===== config.mk =====
export PLATFORM = sky130hd
export DESIGN_NAME = i2c_evt_flags
export DESIGN_NICKNAME = d
export VERILOG_FILES = /design/src/rtl/i2c_evt_flags_pkg.sv /design/src/rtl/evf_flag_cell.sv /design/src/rtl/evf_src_enc.sv /design/src/rtl/evf_cpu_port.sv /design/src/rtl/i2c_evt_flags.sv
export SDC_FILE = /design/constraint.sdc
export NUM_CORES = 1
export LEC_CHECK = 0
export BUFFER_PORTS_ARGS = -buffer_cell sky130_fd_sc_hd__buf_2
export CORE_AREA = 5 5 42 44
export DETAILED_ROUTE_END_ITERATION = 6
export DIE_AREA = 0 0 47 49
export REMOVE_ABC_BUFFERS = 1
export SYNTH_ARGS = -nofsm -noshare
export SYNTH_HDL_FRONTEND = slang
export SYNTH_SLANG_ARGS = --single-unit

===== constraint.sdc =====
create_clock -name clk -period 1.1 [get_ports clk]
set_input_delay 0.055 -clock clk [delete_from_list [all_inputs] [get_ports clk]]
set_output_delay 0.055 -clock clk [all_outputs]
set_load 0.01 [all_outputs]

===== src/rtl/i2c_evt_flags_pkg.sv =====
package i2c_evt_flags_pkg;
   localparam int FLAG_NUM = 2;
   // index order is also the source-code priority: lower index wins
   localparam int IDX_ARBL = 0;
   localparam int IDX_NACK = 1;
   localparam int CODE_NONE = 0;
   localparam int CODE_ARBL = IDX_ARBL + 1;
   localparam int CODE_NACK = IDX_NACK + 1;

   typedef enum logic {
      REG_STAT = 1'b0,
      REG_SRC  = 1'b1
   } reg_sel_e;
endpackage


===== src/rtl/evf_flag_cell.sv =====
module evf_flag_cell #(
   parameter bit SET_WINS = 1'b1
) (
   input  logic clk,
   input  logic rst_n,
   input  logic mod_rst,
   input  logic set_i,
   input  logic clr_i,
   output logic flag_o,
   output logic rise_o
);
   logic flag_q;
   logic flag_d;

   generate
      if (SET_WINS) begin : g_set_first
         always_comb flag_d = set_i | (flag_q & ~clr_i);
      end else begin : g_clr_first
         always_comb flag_d = ~clr_i & (set_i | flag_q);
      end
   endgenerate

   always_ff @(posedge clk or negedge rst_n) begin
      if (!rst_n)       flag_q <= 1'b0;
      else if (mod_rst) flag_q <= 1'b0;
      else              flag_q <= flag_d;
   end

   assign flag_o = flag_q;
   assign rise_o = flag_d & ~flag_q & ~mod_rst;
endmodule


===== src/rtl/evf_src_enc.sv =====
module evf_src_enc #(
   parameter int N     = 2,
   parameter int SRC_W = 3
) (
   input  logic [N-1:0]     flags_i,
   output logic [SRC_W-1:0] code_o,
   output logic [N-1:0]     sel_o
);
   if (N < 1) begin : g_bad_n
      $error("evf_src_enc: N must be at least 1");
   end
   if ((1 << SRC_W) <= N) begin : g_bad_w
      $error("evf_src_enc: SRC_W too narrow for N codes");
   end

   always_comb begin
      code_o = '0;
      sel_o  = '0;
      for (int i = N - 1; i >= 0; i--) begin
         if (flags_i[i]) begin
            code_o   = SRC_W'(i + 1);
            sel_o    = '0;
            sel_o[i] = 1'b1;
         end
      end
   end
endmodule


===== src/rtl/evf_cpu_port.sv =====
module evf_cpu_port
   import i2c_evt_flags_pkg::*;
#(
   parameter int DATA_W   = 8,
   parameter int SRC_W    = 3,
   parameter int ARBL_BIT = 0,
   parameter int NACK_BIT = 1
) (
   input  logic                cpu_addr,
   input  logic                cpu_rd,
   input  logic                cpu_wr,
   input  logic                cpu_dbg,
   input  logic [DATA_W-1:0]   cpu_wdata,
   input  logic [FLAG_NUM-1:0] flags_i,
   input  logic [FLAG_NUM-1:0] sel_i,
   input  logic [SRC_W-1:0]    code_i,
   output logic [FLAG_NUM-1:0] clr_o,
   output logic [DATA_W-1:0]   rdata_o
);
   if (ARBL_BIT == NACK_BIT) begin : g_bad_pos
      $error("evf_cpu_port: flag bit positions must differ");
   end
   if (ARBL_BIT >= DATA_W || NACK_BIT >= DATA_W) begin : g_bad_range
      $error("evf_cpu_port: flag bit outside data word");
   end
   if (SRC_W > DATA_W) begin : g_bad_src
      $error("evf_cpu_port: source code wider than data word");
   end

   function automatic int bit_of(input int idx);
      return (idx == IDX_ARBL) ? ARBL_BIT : NACK_BIT;
   endfunction

   logic wr_stat;
   logic rd_src;
   assign wr_stat = cpu_wr & (reg_sel_e'(cpu_addr) == REG_STAT);
   assign rd_src  = cpu_rd & ~cpu_dbg & (reg_sel_e'(cpu_addr) == REG_SRC);

   logic [DATA_W-1:0] stat_word;

   for (genvar g = 0; g < FLAG_NUM; g++) begin : g_flag
      assign clr_o[g] = (wr_stat & cpu_wdata[bit_of(g)]) | (rd_src & sel_i[g]);
   end

   always_comb begin
      stat_word = '0;
      for (int i = 0; i < FLAG_NUM; i++) stat_word[bit_of(i)] = flags_i[i];
   end

   assign rdata_o = (reg_sel_e'(cpu_addr) == REG_SRC) ? DATA_W'(code_i) : stat_word;
endmodule


===== src/rtl/i2c_evt_flags.sv =====
module i2c_evt_flags
   import i2c_evt_flags_pkg::*;
#(
   parameter int DATA_W   = 8,
   parameter int SRC_W    = 3,
   parameter int ARBL_BIT = 0,
   parameter int NACK_BIT = 1,
   parameter bit SET_WINS = 1'b1
) (
   input  logic              clk,
   input  logic              rst_n,
   input  logic              mod_rst,
   input  logic              bus_ack,
   input  logic              bus_nack,
   input  logic              bus_arb_lost,
   input  logic              start_req,
   input  logic              bus_busy,
   input  logic              gen_call,
   input  logic              ien_nack,
   input  logic              ien_arbl,
   input  logic              cpu_addr,
   input  logic              cpu_rd,
   input  logic              cpu_wr,
   input  logic              cpu_dbg,
   input  logic [DATA_W-1:0] cpu_wdata,
   output logic [DATA_W-1:0] cpu_rdata,
   output logic              flag_nack,
   output logic              flag_arbl,
   output logic [SRC_W-1:0]  int_src,
   output logic              irq,
   output logic              mst_clr
);
   if (!SET_WINS) begin : g_bad_policy
      $error("i2c_evt_flags: set events must win over clears");
   end

   logic [FLAG_NUM-1:0] set_v, clr_bus, clr_cpu, flags, rise, sel, ien;
   logic                mst_clr_q;

   // set and bus-side clear sources
   always_comb begin
      set_v           = '0;
      clr_bus         = '0;
      set_v[IDX_ARBL] = bus_arb_lost | (start_req & bus_busy);
      set_v[IDX_NACK] = bus_nack | (bus_ack & gen_call);
      clr_bus[IDX_NACK] = bus_ack & ~gen_call;
   end

   assign ien[IDX_ARBL] = ien_arbl;
   assign ien[IDX_NACK] = ien_nack;

   for (genvar g = 0; g < FLAG_NUM; g++) begin : g_cell
      evf_flag_cell #(.SET_WINS(SET_WINS)) u_cell (
         .clk    (clk),
         .rst_n  (rst_n),
         .mod_rst(mod_rst),
         .set_i  (set_v[g]),
         .clr_i  (clr_bus[g] | clr_cpu[g]),
         .flag_o (flags[g]),
         .rise_o (rise[g])
      );
   end

   evf_src_enc #(.N(FLAG_NUM), .SRC_W(SRC_W)) u_enc (
      .flags_i(flags),
      .code_o (int_src),
      .sel_o  (sel)
   );

   evf_cpu_port #(
      .DATA_W  (DATA_W),
      .SRC_W   (SRC_W),
      .ARBL_BIT(ARBL_BIT),
      .NACK_BIT(NACK_BIT)
   ) u_cpu (
      .cpu_addr (cpu_addr),
      .cpu_rd   (cpu_rd),
      .cpu_wr   (cpu_wr),
      .cpu_dbg  (cpu_dbg),
      .cpu_wdata(cpu_wdata),
      .flags_i  (flags),
      .sel_i    (sel),
      .code_i   (int_src),
      .clr_o    (clr_cpu),
      .rdata_o  (cpu_rdata)
   );

   always_ff @(posedge clk or negedge rst_n) begin
      if (!rst_n) mst_clr_q <= 1'b0;
      else        mst_clr_q <= rise[IDX_ARBL];
   end

   assign flag_nack = flags[IDX_NACK];
   assign flag_arbl = flags[IDX_ARBL];
   assign irq       = |(flags & ien);
   assign mst_clr   = mst_clr_q;
endmodule


==> reports/qor.yml <==
finalSetupTns_ps: 0
cp_max_fo: 7
insertion_delay_ps: 230
dp.cells: 65
path_class: "reg -> out"
fmax_mhz: 944
met2_length_um: 337
power.leakage_nw: 0.228
synth_seq_cells: 3
vias: 305
status: "finished clean"
met3WireLength_um: 111
cts.reportedPaths.clkPinSlew_ps: 40
core-area_um2: 1400
dr.pass1.iters: 4
die-area_um2: 2300
antenna_found_initial: 0
startpoint_type: "register"
pin_count: 38
cts_made_buffers: 3
clock_path_buffers: 2
cp_data_arrival_time_ps: 1000
synth_area_leaders: "dfrtp_1, buf_4, nand3b_1"
ant_nets: 0
initial_utilization_pct: 17.9
die_w_um: 47
hold_path_startpoint: "mod_rst"
rows: 14
yosysTopAreaCellShare_pct: 30.0
register_area_um2: 76.3
via_per_inst: 4.18
drc_errors: 0
dpl_cell_area_um2: 345
cp_data_required_time_ps: 1040
n_antenna_cell: 0
worstReg2RegStart: "g_cell[0].u_cell.flag_o"
ys_types: 14
h-tree-depth: 1
avgSynthCellArea_um2: 8.94
synth_cells: 28
cts-root-buf: "clkbuf_4"
grt_start_max_net_pins: 8
setup_viol: 0
yosysSeqAreaShare_pct: 30.0
yosysWarnings: 0
gp_congestion: 0.593
finalInstanceArea_um2: 412
drt_iter0_drc: 2
rsz0062_at_grt: "no"
multi_input_area_um2: 126
powerDensity_nw_per_um2: 1130
port_buffers: 24
fp.dieH_um: 49
totalWireLength_um: 730
m1WireLength_um: 235
nets: 81
fillers: 163
end_kind: "output port"
hold_viol: 0
tritoncts: "built"
timing.final.crit_share_pct: 96.4
cts_sinks: 3
area_growth_pct: 64.5
grt_overflow: 0
hp-class: "in -> reg"
stdcell_count: 73
synth_largest_area_cell: "dfrtp_1"
wl_per_cell_um: 10.0
final_max_slew_viol_count: 0
clock_skew_ps: 0.667
grt_pass1_wl_um: 924
grt_usage_pct: 6.21
top_layer: "met4"
grt_pass1_vias: 261
crit_path_start: "g_cell[0].u_cell.flag_o"
drive_above_1_share_pct: 57.9
drv_cap: 0
finalCriticalPeriod_ps: 1060
syn_area_um2: 250
ir_drop_mv: 0.221
==> metrics by stage <==
step / hold slack [ps] / utilization [%] / setup WS (ps) / total power, mW
after floorplan: -241 / - / 47.2 / 0.184
after global placement: -151 / 24.6 / 121 / 0.246
after detailed placement: -148 / 24.6 / 100 / 0.250
after CTS: 45.8 / 27.9 / 8.28 / 0.458
after global routing: 43.2 / 29.4 / 1.00 / 0.501
final: 48.6 / 29.4 / 40.1 / 0.464
==> sequential cells by signal (all words and copies together), names as in the netlist <==
name                  flops
mst_clr                   1
g_cell.u_cell.flag_o      2
==> cells by family (layout without fill, tap and decap cells) <==
kind of cell / Yosys count / in the layout / share of synthesized area, %
AO/OA/AOI/OAI: 7 / 7 / 18.0
buffers and inverters: 10 / 33 / 28.5
flip-flops: 3 / 3 / 30.0
other: 1 / 7 / 1.50
AND/OR/NAND/NOR: 7 / 7 / 22.0
==> repair_timing <==
action	in CTS	in global routing
hold buffers	1	0
resized for setup	1	1
pin swaps	0	1
setup endpoints to repair	2	1
endpoints found under the hold margin	3	0
setup buffers	1	2
==> worst paths after layout <==
| check | endpoint | slack, ps | cells after the start |
|---|---|---|---|
| min in group asynchronous | mst_clr | 160 | 2 |
| min | mst_clr | 50 | 2 |
| max in group asynchronous | g_cell[0].u_cell.flag_o | 830 | 2 |
| max reg2reg | g_cell[1].u_cell.flag_o | 120 | 3 |
| min reg2reg | mst_clr | 700 | 3 |
| max | int_src[1] | 40 | 3 |
==> final cells by class <==
class,count,area share (%)
sequential,3,18.5
timing repair buffer,28,38.6
inverter,1,0.912
clock buffer,4,6.38
multi-input combinational,21,30.7
tap,16,4.86
==> synth_stat cells <==
library cell  instances
buf_4                 9
dfrtp_1               3
nand3b_1              3
a21oi_1               2
o21ai_1               2
a21boi_1              1
a22o_2                1
conb_1                1
inv_1                 1
nand2b_1              1
nand4b_1              1
nor3_1                1
nor3b_2               1
o211ai_1              1
==> where the power goes <==
| part | switching (mW) | internal [mW] |
|---|---|---|
| clock network | 0.0568 | 0.136 |
| logic | 0.0650 | 0.0753 |
| registers | 0.00990 | 0.121 |
==> cells in the final DEF (no fill, tap or decap), types with 2 or more instances in the layout <==
master,n
dfrtp_1,2
nand3b_1,3
clkbuf_4,3
o21ai_1,2
buf_2,23
a21oi_1,2
conb_1,7
buf_4,3
==> critical path, stage by stage (launching register included) <==
cell	delay, ps
dfrtp_2	430
nand2b_1	170
inv_1	50
buf_2	120
==> layer usage <==
layer / vias up / GRT usage [%]
li1: 141 / -
met1: 135 / 5.10
met2: 25 / 9.05
met3: 4 / 0.369
met4: 0 / 11.1
met5: - / 0
Note: power is estimated with default switching activity, not from simulation.
